--- config.mk ---
export PLATFORM = sky130hd
export DESIGN_NAME = cctimer_flags
export DESIGN_NICKNAME = d
export VERILOG_FILES = /design/src/rtl/cctimer_flags.sv
export SDC_FILE = /design/constraint.sdc
export NUM_CORES = 1
export LEC_CHECK = 0
export BUFFER_PORTS_ARGS = -buffer_cell sky130_fd_sc_hd__buf_2
export CAP_MARGIN = 20
export CORE_ASPECT_RATIO = 1.4
export CORE_MARGIN = 8
export CORE_UTILIZATION = 25
export CTS_CLUSTER_DIAMETER = 30
export CTS_CLUSTER_SIZE = 16
export DETAILED_ROUTE_END_ITERATION = 16
export PLACE_DENSITY = 0.49
export SLEW_MARGIN = 5
export SYNTH_ARGS = -nofsm -noshare
export SYNTH_HDL_FRONTEND = slang
export SYNTH_SLANG_ARGS = --single-unit
--- constraint.sdc ---
create_clock -name clk -period 1.65 [get_ports clk]
set_input_delay 0.165 -clock clk [delete_from_list [all_inputs] [get_ports clk]]
set_output_delay 0.165 -clock clk [all_outputs]
set_load 0.05 [all_outputs]
--- src/rtl/cctimer_flags.sv ---
module cctimer_flags #(
  parameter int CW   = 16,
  parameter int SYNC = 2
) (
  input  logic          clk,
  input  logic          rst_n,
  input  logic          ccmode,
  input  logic          cap_a_in,
  input  logic          cap_b_in,
  input  logic [CW-1:0] cmp_a,
  input  logic [CW-1:0] cmp_b,
  input  logic          cmp_sel,
  input  logic          wr_en,
  input  logic [7:0]    wr_data,
  output logic [7:0]    ctl_rd,
  output logic [CW-1:0] cap_val,
  output logic          irq
);
  logic [CW-1:0] cnt;
  logic [7:0]    ctl;
  logic [SYNC:0] sync_a, sync_b;

  wire hit_a   = ccmode && sync_a[SYNC-1] && !sync_a[SYNC];
  wire hit_b   = ccmode && sync_b[SYNC-1] && !sync_b[SYNC];
  wire match_a = !cmp_sel && (cnt == cmp_a);
  wire match_b =  cmp_sel && (cnt == cmp_b);
  wire wrap    = &cnt;

  wire [7:0] base = wr_en ? wr_data : ctl;
  wire [7:0] sets = {hit_b, hit_a, 1'b0, match_b, match_a, 1'b0, wrap, 1'b0};

  always_ff @(posedge clk) begin
    if (!rst_n) begin
      cnt     <= '0;
      ctl     <= '0;
      cap_val <= '0;
      sync_a  <= '0;
      sync_b  <= '0;
    end else begin
      cnt    <= cnt + 1'b1;
      ctl    <= base | sets;
      sync_a <= {sync_a[SYNC-1:0], cap_a_in};
      sync_b <= {sync_b[SYNC-1:0], cap_b_in};
      if (hit_a || hit_b) cap_val <= cnt;
    end
  end

  assign ctl_rd = ctl;
  assign irq = ((ctl[7] | ctl[6]) & ctl[5]) |
               ((ctl[4] | ctl[3]) & ctl[2]) |
               (ctl[1] & ctl[0]);


  count_step_chk: assert property (@(posedge clk) disable iff (!rst_n)
    $past(rst_n) |-> cnt == CW'($past(cnt) + 1'b1));


  flag_hold_chk: assert property (@(posedge clk) disable iff (!rst_n)
    ($past(ctl[3]) && !$past(wr_en)) |-> ctl[3]);


  cmp_rise_chk: assert property (@(posedge clk) disable iff (!rst_n)
    $rose(ctl[3]) |-> ($past(wr_en && wr_data[3]) || $past(!cmp_sel && cnt == cmp_a)));


  set_wins_chk: assert property (@(posedge clk) disable iff (!rst_n)
    (!cmp_sel && cnt == cmp_a) |=> ctl[3]);


  cap_mode_chk: assert property (@(posedge clk) disable iff (!rst_n)
    $rose(ctl[6]) |-> ($past(ccmode) || $past(wr_en && wr_data[6])));


  wrap_rise_chk: assert property (@(posedge clk) disable iff (!rst_n)
    $rose(ctl[1]) |-> ($past(wr_en && wr_data[1]) || cnt == '0));
endmodule

Word-level counts from Yosys, hierarchy flattened

Cells that the tools add are included.

Add/sub/neg operators: 1
Equal/unequal tests: 2
Muxes and demuxes: 1
Bitwise gates (word level): 8
Reduce and logical (&&, ||, !) cells: 11

Operators with widths:

| cell                                                            | count |
|---|---|
| 16-bit == test                                                  | 2 |
| 16-bit by 1-bit adder with 16-bit output, second input constant | 1 |
| 16-bit AND reduction                                            | 1 |
| 8-bit two-way mux                                               | 1 |
| 8-bit bitwise OR                                                | 1 |
| 1-bit logical AND                                               | 6 |
| 1-bit bitwise OR                                                | 4 |
| 1-bit bitwise AND                                               | 3 |
| 1-bit zero test                                                 | 3 |
| 1-bit logical OR                                                | 1 |

Bits in registers: 46
Bits of input ports: 47
Output and inout bits: 25

Logic depth before layout (Yosys ltp)

Gate-level depths: netlist (run 1).

Depth after elaboration: 4
Gate-level depth with buffers: 5
Depth with buffers taken out: 5

Least setup slack after synthesis (run 1)

No wires, ideal clock.

Kind: flip-flop to flip-flop
From: register cnt[0]
To: register ctl[1], in the netlist ctl_rd[1]
Setup time: 0.070 ns
Arrival: 1.533 ns
Data required time: 1.580 ns
Path slack: 0.047 ns
Cell stages (with the launch flop): 6
Buffers on the path: 0
Cell sequence: dfxtp_1 -> ha_1 -> and4_4 -> nand3_4 -> or4_1 -> a21boi_1

Longest elaborated chain between the ends: 2

RTL lines:

| item                   | RTL line | source |
|---|---|---|
| start, declared        | 19       | `logic [CW-1:0] cnt;` |
| start signal, assigned | 40       | `cnt <= cnt + 1'b1;` |
| 16-bit AND reduction   | 27       | `wire wrap = &cnt;` |
| 8-bit bitwise OR       | 41       | `ctl <= base \| sets;` |
| end signal, assigned   | 41       |  |
| end, declared          | 20       | `logic [7:0] ctl;` |

Every way passes these cells.
A chain may end at the register's enable or synchronous reset.

Worst setup path in the final report (run 1)

Ends and elaborated chain as after synthesis.

==> results.yml, run 1 <==
clock_network:
  cts_root_buffer: "clkbuf_16"
  clock_path_buffers: 2
  cts_tree: "yes"
  cts_buffers: 5
  cts_max_level: 2
  cts_sinks: 46
  clock_latency_ps: 280
  clk_pin_slew_worst_paths_ps: 60
  hold_buffers: 0
timing:
  setup-tns-final_ps: 0
  period_share_pct: 94.38
  timing.slew.headroom_pct: 72.49
  final.setup.worst_slack_ps: 92.68
  min_period_ps: 1557
  fmax_ghz: 0.6421
  final-hold-violation-count: 0
  tightest_slew_ps: 407.0
  slew_violations: 0
  whs_ps: 76.25
  skew_ps: 3.037
  setup_viol: 0
yosys:
  synth_edf_count: 0
  async_flop_share_pct: 0
  netlist_area_um2: 2210
  syn-num-nets: 272
  synth-simple-area-share_pct: 22.14
  synth_top_cell_by_area: "dfxtp_1"
  synth_area_per_cell_um2: 9.864
  yosys_warnings: 0
  netlist_instances: 224
  synth_common_cells: "dfxtp_1 (46), xnor2_1 (26), mux2i_1 (23)"
  synth_ff_type: "dfxtp_1"
  synth_xor_area_share_pct: 17.04
  synthAdderAreaFrac_pct: 0.5663
  yosys-top-cells-area: "dfxtp_1 (42%), mux2i_1 (10%), xnor2_1 (10%), xor2_1 (6.7%), nor2b_1 (5.7%)"
  synth-compound-area-share_pct: 3.341
  ys_seq_area_share_pct: 41.68
  synth_seq_cells: 46
  synth_top_family_by_area: "simple AND/OR/NAND/NOR gates"
  synth_most_common_cell: "dfxtp_1"
  yosys-mux-area-fraction_pct: 11.44
  netlist.area_leader.share_pct: 41.68
  yosysUniqueCellTypes: 29
placed_design:
  numPortBuffers: 71
  post-place-ws_ps: 74.00
  placed_area_um2: 2745
  gp_congestion: 0.7739
  hpwl_mm: 4.840
setup_path:
  crit_fanout: 5
  crit_type: "reg -> reg"
  r2r_setup_slack_ps: 90
  startpoint_type: "register"
  startpoint: "cnt[0]$_SDFF_PN0_"
  rr_worst_depth: 5
  worst_r2r_endpoint: "ctl_rd[1]$_SDFF_PN0_"
  arrival_ps: 1780
  r2r_start: "cnt[0]$_SDFF_PN0_"
  cp.required_ps: 1870
  crit_path_end: "ctl_rd[1]$_SDFF_PN0_"
  worstSetupEndpointType: "register"
floorplanning:
  die_x_um: 95.46
  core_area_um2: 8608
  rows: 40
  die_height_um: 127.2
  start_util_pct: 25.67
  io_pins: 72
  dieArea_um2: 12150
routing:
  vias: 1760
  drtIter0Drc: 83
  drc: 0
  vias_per_cell: 4.346
  routed_wirelength_mm: 6.044
  wl_per_cell_um: 14.92
  drt.antenna.violating_nets: 0
  firstDrtPassIters: 2
pwr:
  p_per_area_nw_per_um2: 893.2
  internal_power_mw: 2.018
  power_switching_mw: 0.5871
  p_sw_share_pct: 22.54
  leakage_nw: 1.246
  combPwrFrac_pct: 11.4
  ir_worst_vdd_mv: 0.4735
  pwr-share-clk_pct: 44.3
  pwr-share-seq_pct: 44.2
final_layout:
  finalInstanceArea_um2: 2917
  antenna_cells: 0
  final_net_count: 348
  drive_gt1_share_pct: 33.00
  final_core_util_pct: 33.88
  syn_to_final_growth_pct: 31.99
hold_path:
  hp-start: "cap_b_in"
  worstHoldPathType: "in -> reg"
global_routing:
  antenna_found_initial: 0
  gr-total-overflow: 0
  grt_pass1_wl_mm: 9.425
  gr-usage-all-layers_pct: 9.996
  grt_pass1_vias: 1855
  grt_max_degree: 36
flow_run:
  max_cap_viol_count: 0
run_status:
  status: "completed"
kinds of logic (layout without fill, tap and decap cells):
group                      after synthesis  after routing
muxes                                   25             25
DFF                                     46             46
buffers and inverters                   19             95
adders and majority gates                1              1
and+or+nand+nor                         79             79
xor gates and xnor gates                43             43
AOI/OAI and AO/OA                       11             11
per-stage QoR:
stage                     total power, mW  cells
after floorplan                     1.352    224
after global placement              1.477    398
after detailed placement            1.479    398
after CTS                           2.650    405
after global routing                2.704    405
final                               2.605    405
critical path, cell delays in order, from the launching register on:
cell and delay [ps]:
dfxtp_1 340, ha_2 210, and4_4 270, nand3_4 80, or4_1 470, a21boi_1 130
sequential cells by signal, summed over array words and instances (netlist names):
signal and count:
ctl_rd 8, sync_b 3, cap_val 16, cnt 16, sync_a 3
area by class of cell:
type,count,area [µm²]
fillers,932,5692
clock inverters,1,30.03
well taps,105,131.4
clock buffers,6,138.9
multi-input cells,159,1207
inverters,2,7.507
repair buffers,86,480.5
flip-flops and latches,46,920.9
cells in the final DEF (no fill, tap or decap), drive strengths merged:
cell type	count
a21boi	4
a22o	1
and2	19
and4	3
buf	86
bufinv	1
clkbuf	6
dfxtp	46
ha	1
inv	2
mux2	2
mux2i	23
nand2	8
nand3	9
nand3b	2
nand4	8
nor2b	20
nor3	4
nor4	3
nor4b	1
o21a	2
o21ai	4
or3	1
or4	1
xnor2	26
xor2	17
power groups by stage:
stage          clock (mW)  combinational [mW]  sequential (mW)
6_report             1.15               0.298             1.15
5_1_grt              1.23               0.322             1.15
3_5_place_dp            0               0.302             1.18
4_1_cts              1.20               0.303             1.15
3_3_place_gp            0               0.300             1.18
2_1_floorplan           0               0.127             1.22
timing repair:
item	in CTS	in global routing
gates resized for setup	0	1
setup endpoints to repair	0	1
buffers inserted	0	0
worst min-delay path by stage:
| stage | to | slack (ps) | cells past startpoint |
|---|---|---|---|
| after global placement | sync_b[0]$_SDFF_PN0_ | 370 | 2 |
| after CTS | sync_b[0]$_SDFF_PN0_ | 70 | 2 |
| after detailed placement | sync_b[0]$_SDFF_PN0_ | 370 | 2 |
| after global routing | sync_b[0]$_SDFF_PN0_ | 70 | 2 |
| final | sync_b[0]$_SDFF_PN0_ | 80 | 2 |
| after floorplan | sync_b[0]$_SDFF_PN0_ | 290 | 1 |
per-layer routing:
metal  vias up  part of all wire (%)  global-route usage (%)
li1        896                     -                       -
met1       814                    44                   11.76
met2        44                    49                   16.47
met3         6                   5.5                   2.814
met4         0                   1.6                   4.087
met5         -                     0                       0
(Power assumes the default switching activity.)
==> inputs of run 2 (changes only) <==
--- a/config.mk
+++ b/config.mk
@@ -9,11 +9,12 @@
 export CAP_MARGIN = 20
 export CORE_ASPECT_RATIO = 1.4
 export CORE_MARGIN = 8
-export CORE_UTILIZATION = 25
+export CORE_UTILIZATION = 40
 export CTS_CLUSTER_DIAMETER = 30
 export CTS_CLUSTER_SIZE = 16
 export DETAILED_ROUTE_END_ITERATION = 16
-export PLACE_DENSITY = 0.49
+export PLACE_DENSITY = 0.7
+export SKIP_LAST_GASP = 1
 export SLEW_MARGIN = 5
 export SYNTH_ARGS = -nofsm -noshare
 export SYNTH_HDL_FRONTEND = slang
==> results.yml, run 2 (synthesis gave the netlist of run 1 again) <==
run_status:
  status: "completed"
clock_network:
  clock_latency_ps: 300
  cts_tree: "yes"
  cts_sinks: 46
  clk_pin_slew_worst_paths_ps: 90
  hold_buffers: 0
  cts_root_buffer: "clkbuf_8"
  cts_buffers: 5
  clock_path_buffers: 2
  cts_max_level: 2
pwr:
  total_power_mw: 2.469
  leakage_nw: 1.221
  p_per_area_nw_per_um2: 876.3
  ir_worst_vdd_mv: 0.8458
floorplanning:
  start_util_pct: 40.88
  core_area_um2: 5405
  die_x_um: 78.82
  die_height_um: 103.9
  dieArea_um2: 8192
  io_pins: 72
  rows: 32
setup_path:
  path_buf_inv: 0
  crit_type: "reg -> reg"
  cpLargestDelayFamily: "simple AND/OR/NAND/NOR gates"
  worst-path-stages: 5
  cp_cell_sequence: "ha_2 -> and4_4 -> nand3_4 -> or4_1 -> a21boi_1"
  crit_slowest_cell: "or4_1"
  cp.required_ps: 1880
  worst_r2r_endpoint: "ctl_rd[1]$_SDFF_PN0_"
  crit_fanout: 5
  arrival_ps: 1800
  r2r_setup_slack_ps: 90
  max_stage_delay_ps: 480
  worstSetupEndpointType: "register"
  startpoint: "cnt[1]$_SDFF_PN0_"
  startpoint_type: "register"
  r2r_start: "cnt[1]$_SDFF_PN0_"
  rr_worst_depth: 5
  crit_path_end: "ctl_rd[1]$_SDFF_PN0_"
routing:
  wl_per_cell_um: 14.60
  drtIter0Drc: 75
  vias: 1731
  drc: 0
  routed_wirelength_mm: 5.357
  drt.antenna.violating_nets: 0
  firstDrtPassIters: 4
  vias_per_cell: 4.717
timing:
  fmax_ghz: 0.6404
  timing.slew.headroom_pct: 76.15
  setup_viol: 0
  skew_ps: 4.998
  slew_violations: 0
  tightest_slew_ps: 352.7
  final-hold-violation-count: 0
  min_period_ps: 1562
  period_share_pct: 94.64
  rsz0062_at_grt: "false"
  setup-tns-final_ps: 0
final_layout:
  final_cell_mix: "buf_2 (71), dfxtp_1 (45), xnor2_1 (26)"
  syn_to_final_growth_pct: 27.52
  drive_gt1_share_pct: 33.11
  final_common_cell: "buf_2"
  final_net_count: 346
  antenna_cells: 0
  fill_cells: 544
global_routing:
  gr-usage-all-layers_pct: 13.19
  grt_max_degree: 34
  grt_pass1_wl_mm: 8.652
  antenna_found_initial: 0
  gr-total-overflow: 0
  grt_pass1_vias: 1826
placed_design:
  gp_congestion: 0.8486
  numPortBuffers: 71
  hpwl_mm: 4.287
flow_run:
  max_cap_viol_count: 0
hold_path:
  worstHoldPathType: "in -> reg"
## run 2: cell types whose count changed in the layout (fill, tap and decap cells not counted), sizes merged
cell and change:
buf -2, bufinv +1
## run 2: cell type report
class | count | area [µm²] | area share (%)
clock buffer | 6 | 82.58 | 2.931
clock inverter | 2 | 60.06 | 2.131
inverter | 2 | 7.507 | 0.2664
multi-input combinational | 159 | 1207 | 42.85
sequential | 46 | 922.1 | 32.73
tap | 68 | 85.08 | 3.020
timing repair buffer | 84 | 452.9 | 16.07
## run 2: power by group
group          leakage, nW  internal, mW  switching [mW]
registers            0.374          1.14          0.0144
logic                0.775         0.130           0.160
clock network       0.0714         0.646           0.384
## run 2: worst min path at each step
stage	from	to	slack (ps)	cells past startpoint
floorplan	cap_b_in	sync_b[0]$_SDFF_PN0_	290	1
global placement	cap_b_in	sync_b[0]$_SDFF_PN0_	360	2
detailed placement	cap_b_in	sync_b[0]$_SDFF_PN0_	370	2
CTS	cap_b_in	sync_b[0]$_SDFF_PN0_	50	2
global route	cap_a_in	sync_a[0]$_SDFF_PN0_	60	2
finish	cap_b_in	sync_b[0]$_SDFF_PN0_	60	2
## run 2: timing repair
action | CTS | global route
buffers inserted | 0 | 0
resized for setup | 0 | 2
setup endpoints to repair | 0 | 1
## run 2: layer usage
layer  global-route usage [%]  routed length [µm]  vias to the layer above
met3                    3.806                 377                        8
met2                    21.93                2677                       45
met5                        0                   0                        -
met4                    6.383                  91                        0
met1                    14.86                2211                      785
li1                         -                   -                      893
## run 2: metrics by stage
step | setup WS (ps) | cells | area, µm² | utilization (%) | hold slack, ps
floorplan | 46.62 | 224 | 2210 | - | 286.7
global placement | 126.7 | 359 | 2671 | 49.42 | 363.5
detailed placement | 95.15 | 359 | 2671 | 49.42 | 370.3
CTS | 68.89 | 367 | 2814 | 52.06 | 51.87
global route | 11.53 | 367 | 2818 | 52.13 | 63.65
finish | 88.42 | 367 | 2818 | 52.13 | 59.07
